`src/rtl/gpio_ctl_pkg.sv`:
```
package gpio_ctl_pkg;

  // Index widths carried in the strobe bundle (support up to 128 pins, 4 words per bank)
  localparam int PIN_IDX_W  = 7;
  localparam int WORD_IDX_W = 2;

  // Bank base offsets (bytes)
  localparam int OWN_BASE   = 'h00;
  localparam int ROUTE_BASE = 'h10;
  localparam int GLOB_OFF   = 'h7C;
  localparam int STAT_BASE  = 'h80;
  localparam int EN_BASE    = 'h90;
  localparam int CFG_BASE   = 'h100;

  // Config word 1 bit positions
  localparam int B_OUTLVL = 31;
  localparam int B_INLVL  = 30;
  localparam int B_TRIG   = 4;
  localparam int B_INV    = 3;
  localparam int B_DIR    = 2;

  // Config word 2 bit positions
  localparam int B_INDIS  = 2;

  localparam logic [1:0] USE_NATIVE = 2'd0;
  localparam logic [1:0] USE_GPIO   = 2'd1;
  localparam logic [1:0] PULL_NONE  = 2'd0;
  localparam logic [1:0] PULL_DOWN  = 2'd1;
  localparam logic [1:0] PULL_UP    = 2'd2;

  typedef enum logic [2:0] {
    SEL_NONE, SEL_OWN, SEL_ROUTE, SEL_GLOB, SEL_STAT, SEL_EN, SEL_CFG1, SEL_CFG2
  } regSel_e;

  typedef struct packed {
    regSel_e                sel;
    logic                   wr;
    logic [WORD_IDX_W-1:0]  word;
    logic [PIN_IDX_W-1:0]   pin;
  } strobe_t;

endpackage

```
`src/rtl/gpio_ctl_decode.sv`:
```
module gpio_ctl_decode
  import gpio_ctl_pkg::*;
#(
  parameter int NPINS  = 95,
  parameter int ADDR_W = 12
) (
  input  logic [ADDR_W-1:0] busAddr,
  input  logic              busWe,
  output strobe_t           stb
);

  localparam int NWORDS = (NPINS + 31) / 32;

  logic [ADDR_W-1:0] cfgOff;
  logic [ADDR_W-4:0] cfgPin;
  logic [ADDR_W-5:0] bankSel;
  logic [1:0]        wordIdx;
  logic              unusedAddr;

  assign unusedAddr = ^{busAddr[1:0], cfgOff[2:0]};

  always_comb begin
    cfgOff  = busAddr - ADDR_W'(CFG_BASE);
    cfgPin  = cfgOff[ADDR_W-1:3];
    bankSel = busAddr[ADDR_W-1:4];
    wordIdx = busAddr[3:2];
    stb     = '0;
    stb.wr  = busWe;
    if (busAddr >= ADDR_W'(CFG_BASE)) begin
      // per-pin pair: word 1 at +0, word 2 at +4, stride 8
      if (int'(cfgPin) < NPINS) begin
        stb.sel = busAddr[2] ? SEL_CFG2 : SEL_CFG1;
        stb.pin = PIN_IDX_W'(cfgPin);
      end
    end else if (busAddr[ADDR_W-1:2] == (ADDR_W-2)'(GLOB_OFF >> 2)) begin
      stb.sel = SEL_GLOB;
    end else if (int'(wordIdx) < NWORDS) begin
      stb.word = wordIdx;
      if (bankSel == (ADDR_W-4)'(OWN_BASE >> 4))        stb.sel = SEL_OWN;
      else if (bankSel == (ADDR_W-4)'(ROUTE_BASE >> 4)) stb.sel = SEL_ROUTE;
      else if (bankSel == (ADDR_W-4)'(STAT_BASE >> 4))  stb.sel = SEL_STAT;
      else if (bankSel == (ADDR_W-4)'(EN_BASE >> 4))    stb.sel = SEL_EN;
    end
  end

endmodule

```
`src/rtl/gpio_ctl_regs.sv`:
```
module gpio_ctl_regs
  import gpio_ctl_pkg::*;
#(
  parameter int NPINS = 95
) (
  input  logic             clk,
  input  logic             rstN,
  input  strobe_t          stb,
  input  logic [31:0]      busWdata,
  input  logic [NPINS-1:0] padIn,
  output logic [31:0]      rdData,
  output logic [NPINS-1:0] padOut,
  output logic [NPINS-1:0] padOe,
  output logic [NPINS-1:0] senseEn,
  output logic [NPINS-1:0] pullUp,
  output logic [NPINS-1:0] pullDn
);

  localparam int NWORDS = (NPINS + 31) / 32;

  function automatic logic [31:0] wordMask(input int w);
    logic [31:0] m;
    for (int b = 0; b < 32; b++) m[b] = (w * 32 + b) < NPINS;
    return m;
  endfunction

  // per-pin configuration state
  logic [NPINS-1:0]      outLvl, trigLvl, trigInv, dirIn, inDis;
  logic [NPINS-1:0][1:0] useSel, pullSel;
  // bitmapped banks and global word
  logic [NWORDS-1:0][31:0] ownW, routeW, statW, enW;
  logic [31:0]             globW;
  // input synchronizer
  logic [NPINS-1:0] inSync1, inSync2;
  logic [31:0]      rdNext;
  logic [31:0]      curMask;

  assign curMask = wordMask(int'(stb.word));

  always_ff @(posedge clk) begin
    if (!rstN) begin
      inSync1 <= '0;
      inSync2 <= '0;
    end else begin
      inSync1 <= padIn;
      inSync2 <= inSync1;
    end
  end

  always_ff @(posedge clk) begin
    if (!rstN) begin
      outLvl  <= '0;
      trigLvl <= '0;
      trigInv <= '0;
      dirIn   <= '1;
      inDis   <= '1;
      useSel  <= '0;
      pullSel <= '0;
      ownW    <= '0;
      routeW  <= '0;
      statW   <= '0;
      enW     <= '0;
      globW   <= '0;
    end else if (stb.wr) begin
      case (stb.sel)
        SEL_OWN: begin
          ownW[stb.word] <= busWdata & curMask;
          enW[stb.word]  <= enW[stb.word] & busWdata & curMask;
        end
        SEL_ROUTE: routeW[stb.word] <= busWdata & curMask;
        SEL_STAT:  statW[stb.word]  <= busWdata & curMask;
        SEL_EN:    enW[stb.word]    <= busWdata & curMask & ownW[stb.word];
        SEL_GLOB:  globW            <= busWdata;
        SEL_CFG1: begin
          outLvl[stb.pin]  <= busWdata[B_OUTLVL];
          trigLvl[stb.pin] <= busWdata[B_TRIG];
          trigInv[stb.pin] <= busWdata[B_INV];
          dirIn[stb.pin]   <= busWdata[B_DIR];
          useSel[stb.pin]  <= busWdata[1:0];
        end
        SEL_CFG2: begin
          inDis[stb.pin]   <= busWdata[B_INDIS];
          pullSel[stb.pin] <= busWdata[1:0];
        end
        default: ;
      endcase
    end
  end

  always_comb begin
    rdNext = '0;
    case (stb.sel)
      SEL_OWN:   rdNext = ownW[stb.word];
      SEL_ROUTE: rdNext = routeW[stb.word];
      SEL_STAT:  rdNext = statW[stb.word];
      SEL_EN:    rdNext = enW[stb.word];
      SEL_GLOB:  rdNext = globW;
      SEL_CFG1: begin
        rdNext[B_OUTLVL] = outLvl[stb.pin];
        rdNext[B_INLVL]  = inSync2[stb.pin] & ~inDis[stb.pin];
        rdNext[B_TRIG]   = trigLvl[stb.pin];
        rdNext[B_INV]    = trigInv[stb.pin];
        rdNext[B_DIR]    = dirIn[stb.pin];
        rdNext[1:0]      = useSel[stb.pin];
      end
      SEL_CFG2: begin
        rdNext[B_INDIS]  = inDis[stb.pin];
        rdNext[1:0]      = pullSel[stb.pin];
      end
      default: ;
    endcase
  end

  always_ff @(posedge clk) begin
    if (!rstN) rdData <= '0;
    else       rdData <= rdNext;
  end

  for (genvar i = 0; i < NPINS; i++) begin : g_pin
    assign padOut[i]  = outLvl[i];
    assign padOe[i]   = (useSel[i] == USE_GPIO) && !dirIn[i];
    assign senseEn[i] = !inDis[i];
    assign pullUp[i]  = (pullSel[i] == PULL_UP);
    assign pullDn[i]  = (pullSel[i] == PULL_DOWN);
  end


  reset_quiet_chk: assert property (@(posedge clk) disable iff (!rstN)
    !$past(rstN) |-> (padOe == '0 && senseEn == '0 && pullUp == '0));

  bank_word_range_chk: assert property (@(posedge clk) disable iff (!rstN)
    (stb.sel inside {SEL_OWN, SEL_ROUTE, SEL_STAT, SEL_EN}) |-> (int'(stb.word) < NWORDS));

  pull_excl_chk: assert property (@(posedge clk) disable iff (!rstN)
    (pullUp & pullDn) == '0);

  oe_hold_chk: assert property (@(posedge clk) disable iff (!rstN)
    !$past(stb.wr) |-> $stable(padOe));

  cfg_pin_range_chk: assert property (@(posedge clk) disable iff (!rstN)
    (stb.sel inside {SEL_CFG1, SEL_CFG2}) |-> (int'(stb.pin) < NPINS));

  en_owned_chk: assert property (@(posedge clk) disable iff (!rstN)
    (enW & ~ownW) == '0);

endmodule

```
`src/rtl/gpio_ctl.sv`:
```
module gpio_ctl
  import gpio_ctl_pkg::*;
#(
  parameter int NPINS  = 95,
  parameter int ADDR_W = 12
) (
  input  logic              clk,
  input  logic              rstN,
  input  logic [ADDR_W-1:0] busAddr,
  input  logic [31:0]       busWdata,
  input  logic              busWe,
  output logic [31:0]       rdData,
  input  logic [NPINS-1:0]  padIn,
  output logic [NPINS-1:0]  padOut,
  output logic [NPINS-1:0]  padOe,
  output logic [NPINS-1:0]  senseEn,
  output logic [NPINS-1:0]  pullUp,
  output logic [NPINS-1:0]  pullDn
);

  strobe_t stb;

  gpio_ctl_decode #(.NPINS(NPINS), .ADDR_W(ADDR_W)) decode_i (
    .busAddr (busAddr),
    .busWe   (busWe),
    .stb     (stb)
  );

  gpio_ctl_regs #(.NPINS(NPINS)) regs_i (
    .clk      (clk),
    .rstN     (rstN),
    .stb      (stb),
    .busWdata (busWdata),
    .padIn    (padIn),
    .rdData   (rdData),
    .padOut   (padOut),
    .padOe    (padOe),
    .senseEn  (senseEn),
    .pullUp   (pullUp),
    .pullDn   (pullDn)
  );

endmodule

```
`config.mk`:
```
export PLATFORM = sky130hd
export DESIGN_NAME = gpio_ctl
export DESIGN_NICKNAME = d
export VERILOG_FILES = /design/src/rtl/gpio_ctl_pkg.sv /design/src/rtl/gpio_ctl_decode.sv /design/src/rtl/gpio_ctl_regs.sv /design/src/rtl/gpio_ctl.sv
export SDC_FILE = /design/constraint.sdc
export NUM_CORES = 2
export LEC_CHECK = 0
export BUFFER_PORTS_ARGS = -buffer_cell sky130_fd_sc_hd__buf_2
export CELL_PAD_IN_SITES_DETAIL_PLACEMENT = 1
export CELL_PAD_IN_SITES_GLOBAL_PLACEMENT = 1
export CORE_ASPECT_RATIO = 1.1
export CORE_MARGIN = 4
export CORE_UTILIZATION = 40
export CTS_CLUSTER_DIAMETER = 150
export CTS_CLUSTER_SIZE = 30
export DETAILED_ROUTE_END_ITERATION = 16
export GPL_ROUTABILITY_DRIVEN = 1
export GPL_TIMING_DRIVEN = 0
export PLACE_DENSITY_LB_ADDON = 0.1
export SETUP_SLACK_MARGIN = 0.05
export SYNTH_ARGS = -nofsm -noshare
export SYNTH_HDL_FRONTEND = slang
export SYNTH_HIERARCHICAL = 1
export SYNTH_SLANG_ARGS = --single-unit
```
`constraint.sdc`:
```
create_clock -name clk -period 3.7 [get_ports clk]
set_input_delay 0.74 -clock clk [delete_from_list [all_inputs] [get_ports clk]]
set_output_delay 0.74 -clock clk [all_outputs]
set_load 0.1 [all_outputs]
```
==> run summary <==
==================================================================================
Run status                                                            complete, but fails checks
Failing checks                                                        max-capacitance violations, max-slew violations, negative setup slack
Number of pins with negative max-slew slack in the final report                 35
Sw Share                                                                     0.290
Synth Instances                                                              8,385
DRC violation count after routing                                                0
#FFs+latches synth                                                           1,493
Number of clock buffers inserted by TritonCTS                                   55
Total power divided by cell area                                        344 nW/um2
Total Neg Setup Slack                                                     -5150 ps
Die area                                                               178,000 um2
Area of the mapped netlist                                              68,700 um2
Clock latency on the worst-skew pair                                        810 ps
Total gr overflow                                                                0
Number of buffers inserted by hold repair at cts                                 0
Worst hold slack                                                            147 ps
Share of total power in sequential cells                                     0.579
Vias in the first global route                                              72,400
Pre-antenna DRT Iters                                                            8
Total via count in the routed design                                        75,300
Data required time of the critical path                                    4360 ps
H-tree levels                                                                    2
Clock skew after layout                                                    41.2 ps
Post-synthesis average cell area                                          8.19 um2
Endpoint type of the worst setup path                                     register
Total clock sinks                                                            1,493
Antenna Violating Nets Remaining                                                 0
Placer congestion estimate                                                    1.05
Placed Area                                                             74,900 um2
DIE HEIGHT                                                                  443 um
Global-route wire length before repair                                  598,000 um
Count of unique library cells instantiated by Yosys                             70
CORE AREA                                                              171,000 um2
Final setup violation count                                                     75
Final Net Count                                                              9,352
Setup repair after global routing missed its margin                           true
GRT Total Usage                                                              0.480
Number of buffers between clock root and the deepest sink                        3
Fin util                                                                     0.478
Setup Crit Path Kind                                                  primary input to register
Signal arrival time at the worst endpoint                                  4770 ps
Cell count after placement                                                  11,300
Initial core utilization                                                     0.402
Clock tree from TritonCTS                                                      yes
Total I/O pin count                                                            649
Max-Cap Viols                                                                    6
Net count after synthesis                                                    8,531
Largest fanout on the critical path                                              7
Relative slew slack                                                        -0.0992
Slew at the pin closest to its max-slew limit                              1650 ps
Clock power frac                                                             0.299
Worst IR drop on VDD                                                      0.428 mV
Total power draw                                                           28.1 mW
Worst setup SP type                                                   primary input
Detailed-route wire length                                              448,000 um
Largest net degree at the start of global routing                               31
Share of synthesized flip-flops with an asynchronous set or reset                0
Post-synth EDFFs                                                                 0
Hold Crit Class                                                       primary input to register
Warnings, synthesis                                                              6
Sequential area share after synthesis                                        0.435
Cell Int Power                                                             19.9 mW
Die Width                                                                   403 um
Leakage component of the power                                             28.9 nW
Site Rows                                                                      159
Dpl hpwl                                                                321,000 um
Initial antenna violation count                                                 90
Register clock-pin slew on the reported worst setup and hold paths          130 ps
Via count normalized by instance count                                        6.53
Syn-to-layout area delta                                                     18.9%
DRC violation total after the first TritonRoute iteration                   10,100
Time the final worst path needs with I/O delays and setup                  4110 ps
Share of final-layout standard cells stronger than drive strength 1          0.175
Maximum achievable frequency                                             0.243 GHz
Hold violation total from the final report                                       0
Share of power burned in combinational logic                                 0.122
Port Buffer Count                                                              641
Finished Cell Area                                                      81,700 um2
Setup slack at placement                                                  -3910 ps
Top_reg_cell synth                                                         dfxtp_1
Clock root buffer master                                                 clkbuf_16
Non-filler cells in the finished layout                                     11,500
Min setup slack post-route                                                 -414 ps
Period Utilization, post-route                                                1.11
Wire length per cell after detailed routing                                38.9 um
Switching power summed over all nets                                       8.15 mW
==================================================================================
registers in the layout, summed over array words and instances (netlist names), 96 cells and up:
signal          count
regs_i/pullSel    190
regs_i/useSel     190
regs_i/enW         96
regs_i/ownW        96
regs_i/routeW      96
regs_i/statW       96
cells in the final DEF, fill, tap and decap left out, types with 72 or more instances in the layout:
cell,count
nor2b_1,211
nor2_4,72
inv_1,100
buf_2,670
nor2_1,244
mux2_2,73
nand3_1,191
a21boi_0,928
mux2i_1,208
mux4_2,72
diode_2,72
o211ai_1,112
nor3b_1,89
a21oi_1,164
nand2_1,1733
nor2_2,79
a221oi_1,81
o21ai_0,926
buf_4,120
and2_1,331
a22oi_1,81
clkbuf_1,447
dfxtp_1,1493
metal layers:
layer	track usage	wire length, um	vias to the layer above
met5	0.00810	553	-
met1	0.538	155000	37100
met3	0.169	54000	1948
li1	-	-	30400
met2	0.706	187000	5729
met4	0.454	52500	43
timing repair:
item,in CTS,in global routing
pin swaps,34,41
buffers inserted,89,28
setup endpoints to repair,1226,1128
gates resized for setup,906,253
endpoints found under the hold margin,0,0
gates cloned,4,3
path summary, 6_finish.rpt:
path / from / to / slack [ps] / depth (start not counted)
setup / recovery: busAddr[8] / regs_i/rdData[1] / -410 / 18
hold / removal: padIn[19] / regs_i/inSync1[19] / 150 / 2
setup reg to reg: regs_i/pullSel[171] / regs_i/rdData[1] / 750 / 7
hold reg to reg: regs_i/inSync1[52] / regs_i/inSync2[52] / 430 / 1
synth_stat cells, types with 5 or more instances:
master / number / area [um2]
o221ai_1: 11 / 96.3
buf_2: 77 / 385
nor2b_1: 215 / 1350
a21boi_1: 7 / 52.6
mux2_2: 74 / 833
dfxtp_1: 1493 / 29900
nor3b_1: 101 / 758
a222oi_1: 5 / 50.1
buf_4: 26 / 195
buf_6: 8 / 90.1
a22o_1: 19 / 166
nor4_1: 5 / 31.3
nor2_2: 6 / 37.5
nand3_1: 198 / 991
a221o_1: 23 / 230
o22ai_1: 18 / 113
a21boi_0: 930 / 6980
a22oi_1: 85 / 638
mux2i_1: 218 / 2180
clkbuf_1: 612 / 2300
and2_1: 338 / 2110
a211oi_1: 9 / 67.6
inv_1: 103 / 387
o211ai_1: 112 / 841
nand2b_1: 8 / 50.1
o2111ai_1: 29 / 254
buf_1: 54 / 203
a31oi_1: 15 / 93.8
nand4_1: 8 / 50.1
o22a_1: 34 / 298
nor3_1: 8 / 40.0
a21oi_1: 181 / 906
mux4_2: 72 / 1620
nand2_1: 1753 / 6580
a221oi_1: 105 / 920
or2_2: 9 / 56.3
o21ai_0: 964 / 4820
and3_1: 8 / 50.1
nor2_1: 389 / 1460
power by group through the flow:
stage	clock, mW	sequential [mW]	combinational, mW
floorplan	0	16.6	1.20
global placement	0	16.6	2.68
global route	8.88	16.3	3.36
finish	8.40	16.2	3.44
CTS	8.37	16.2	3.10
detailed placement	0	16.6	2.72
worst max-delay path, stage by stage:
cell and delay, ps:
buf_8 110, ha_4 150, nand4_4 70, nor2_4 50, nor4_4 290, buf_4 190, and2_4 210, buf_12 160
buf_12 160, buf_16 190, buf_16 190, mux2i_4 260, o21ai_2 70, a222oi_1 1020, o22ai_1 190, a31oi_1 190
a41o_2 360, a31oi_2 120
kinds of logic (layout without fill, tap and decap cells):
logic type,after synthesis,count (layout),synth area share
buffers and inverters,883,1705,0.0520
DFF,1493,1493,0.435
adders and majority gates,4,4,0.000729
other,0,72,0
and+or+nand+nor,3057,3057,0.199
xor gates and xnor gates,1,1,0.000128
AOI/OAI and AO/OA,2581,2581,0.245
muxes,366,366,0.0678
area by class of cell:
class | count | area, um2
Inverter | 106 | 414
Timing Repair Buffer | 773 | 4750
Clock buffer | 57 | 1430
Clock inverter | 1 | 8.76
Antenna cell | 72 | 180
Buffer | 768 | 5110
Tap cell | 2254 | 2820
Sequential cell | 1493 | 29900
Multi-Input combinational cell | 6009 | 37100
Fill cell | 20500 | 89000
Power figures use the tool's default switching activity.
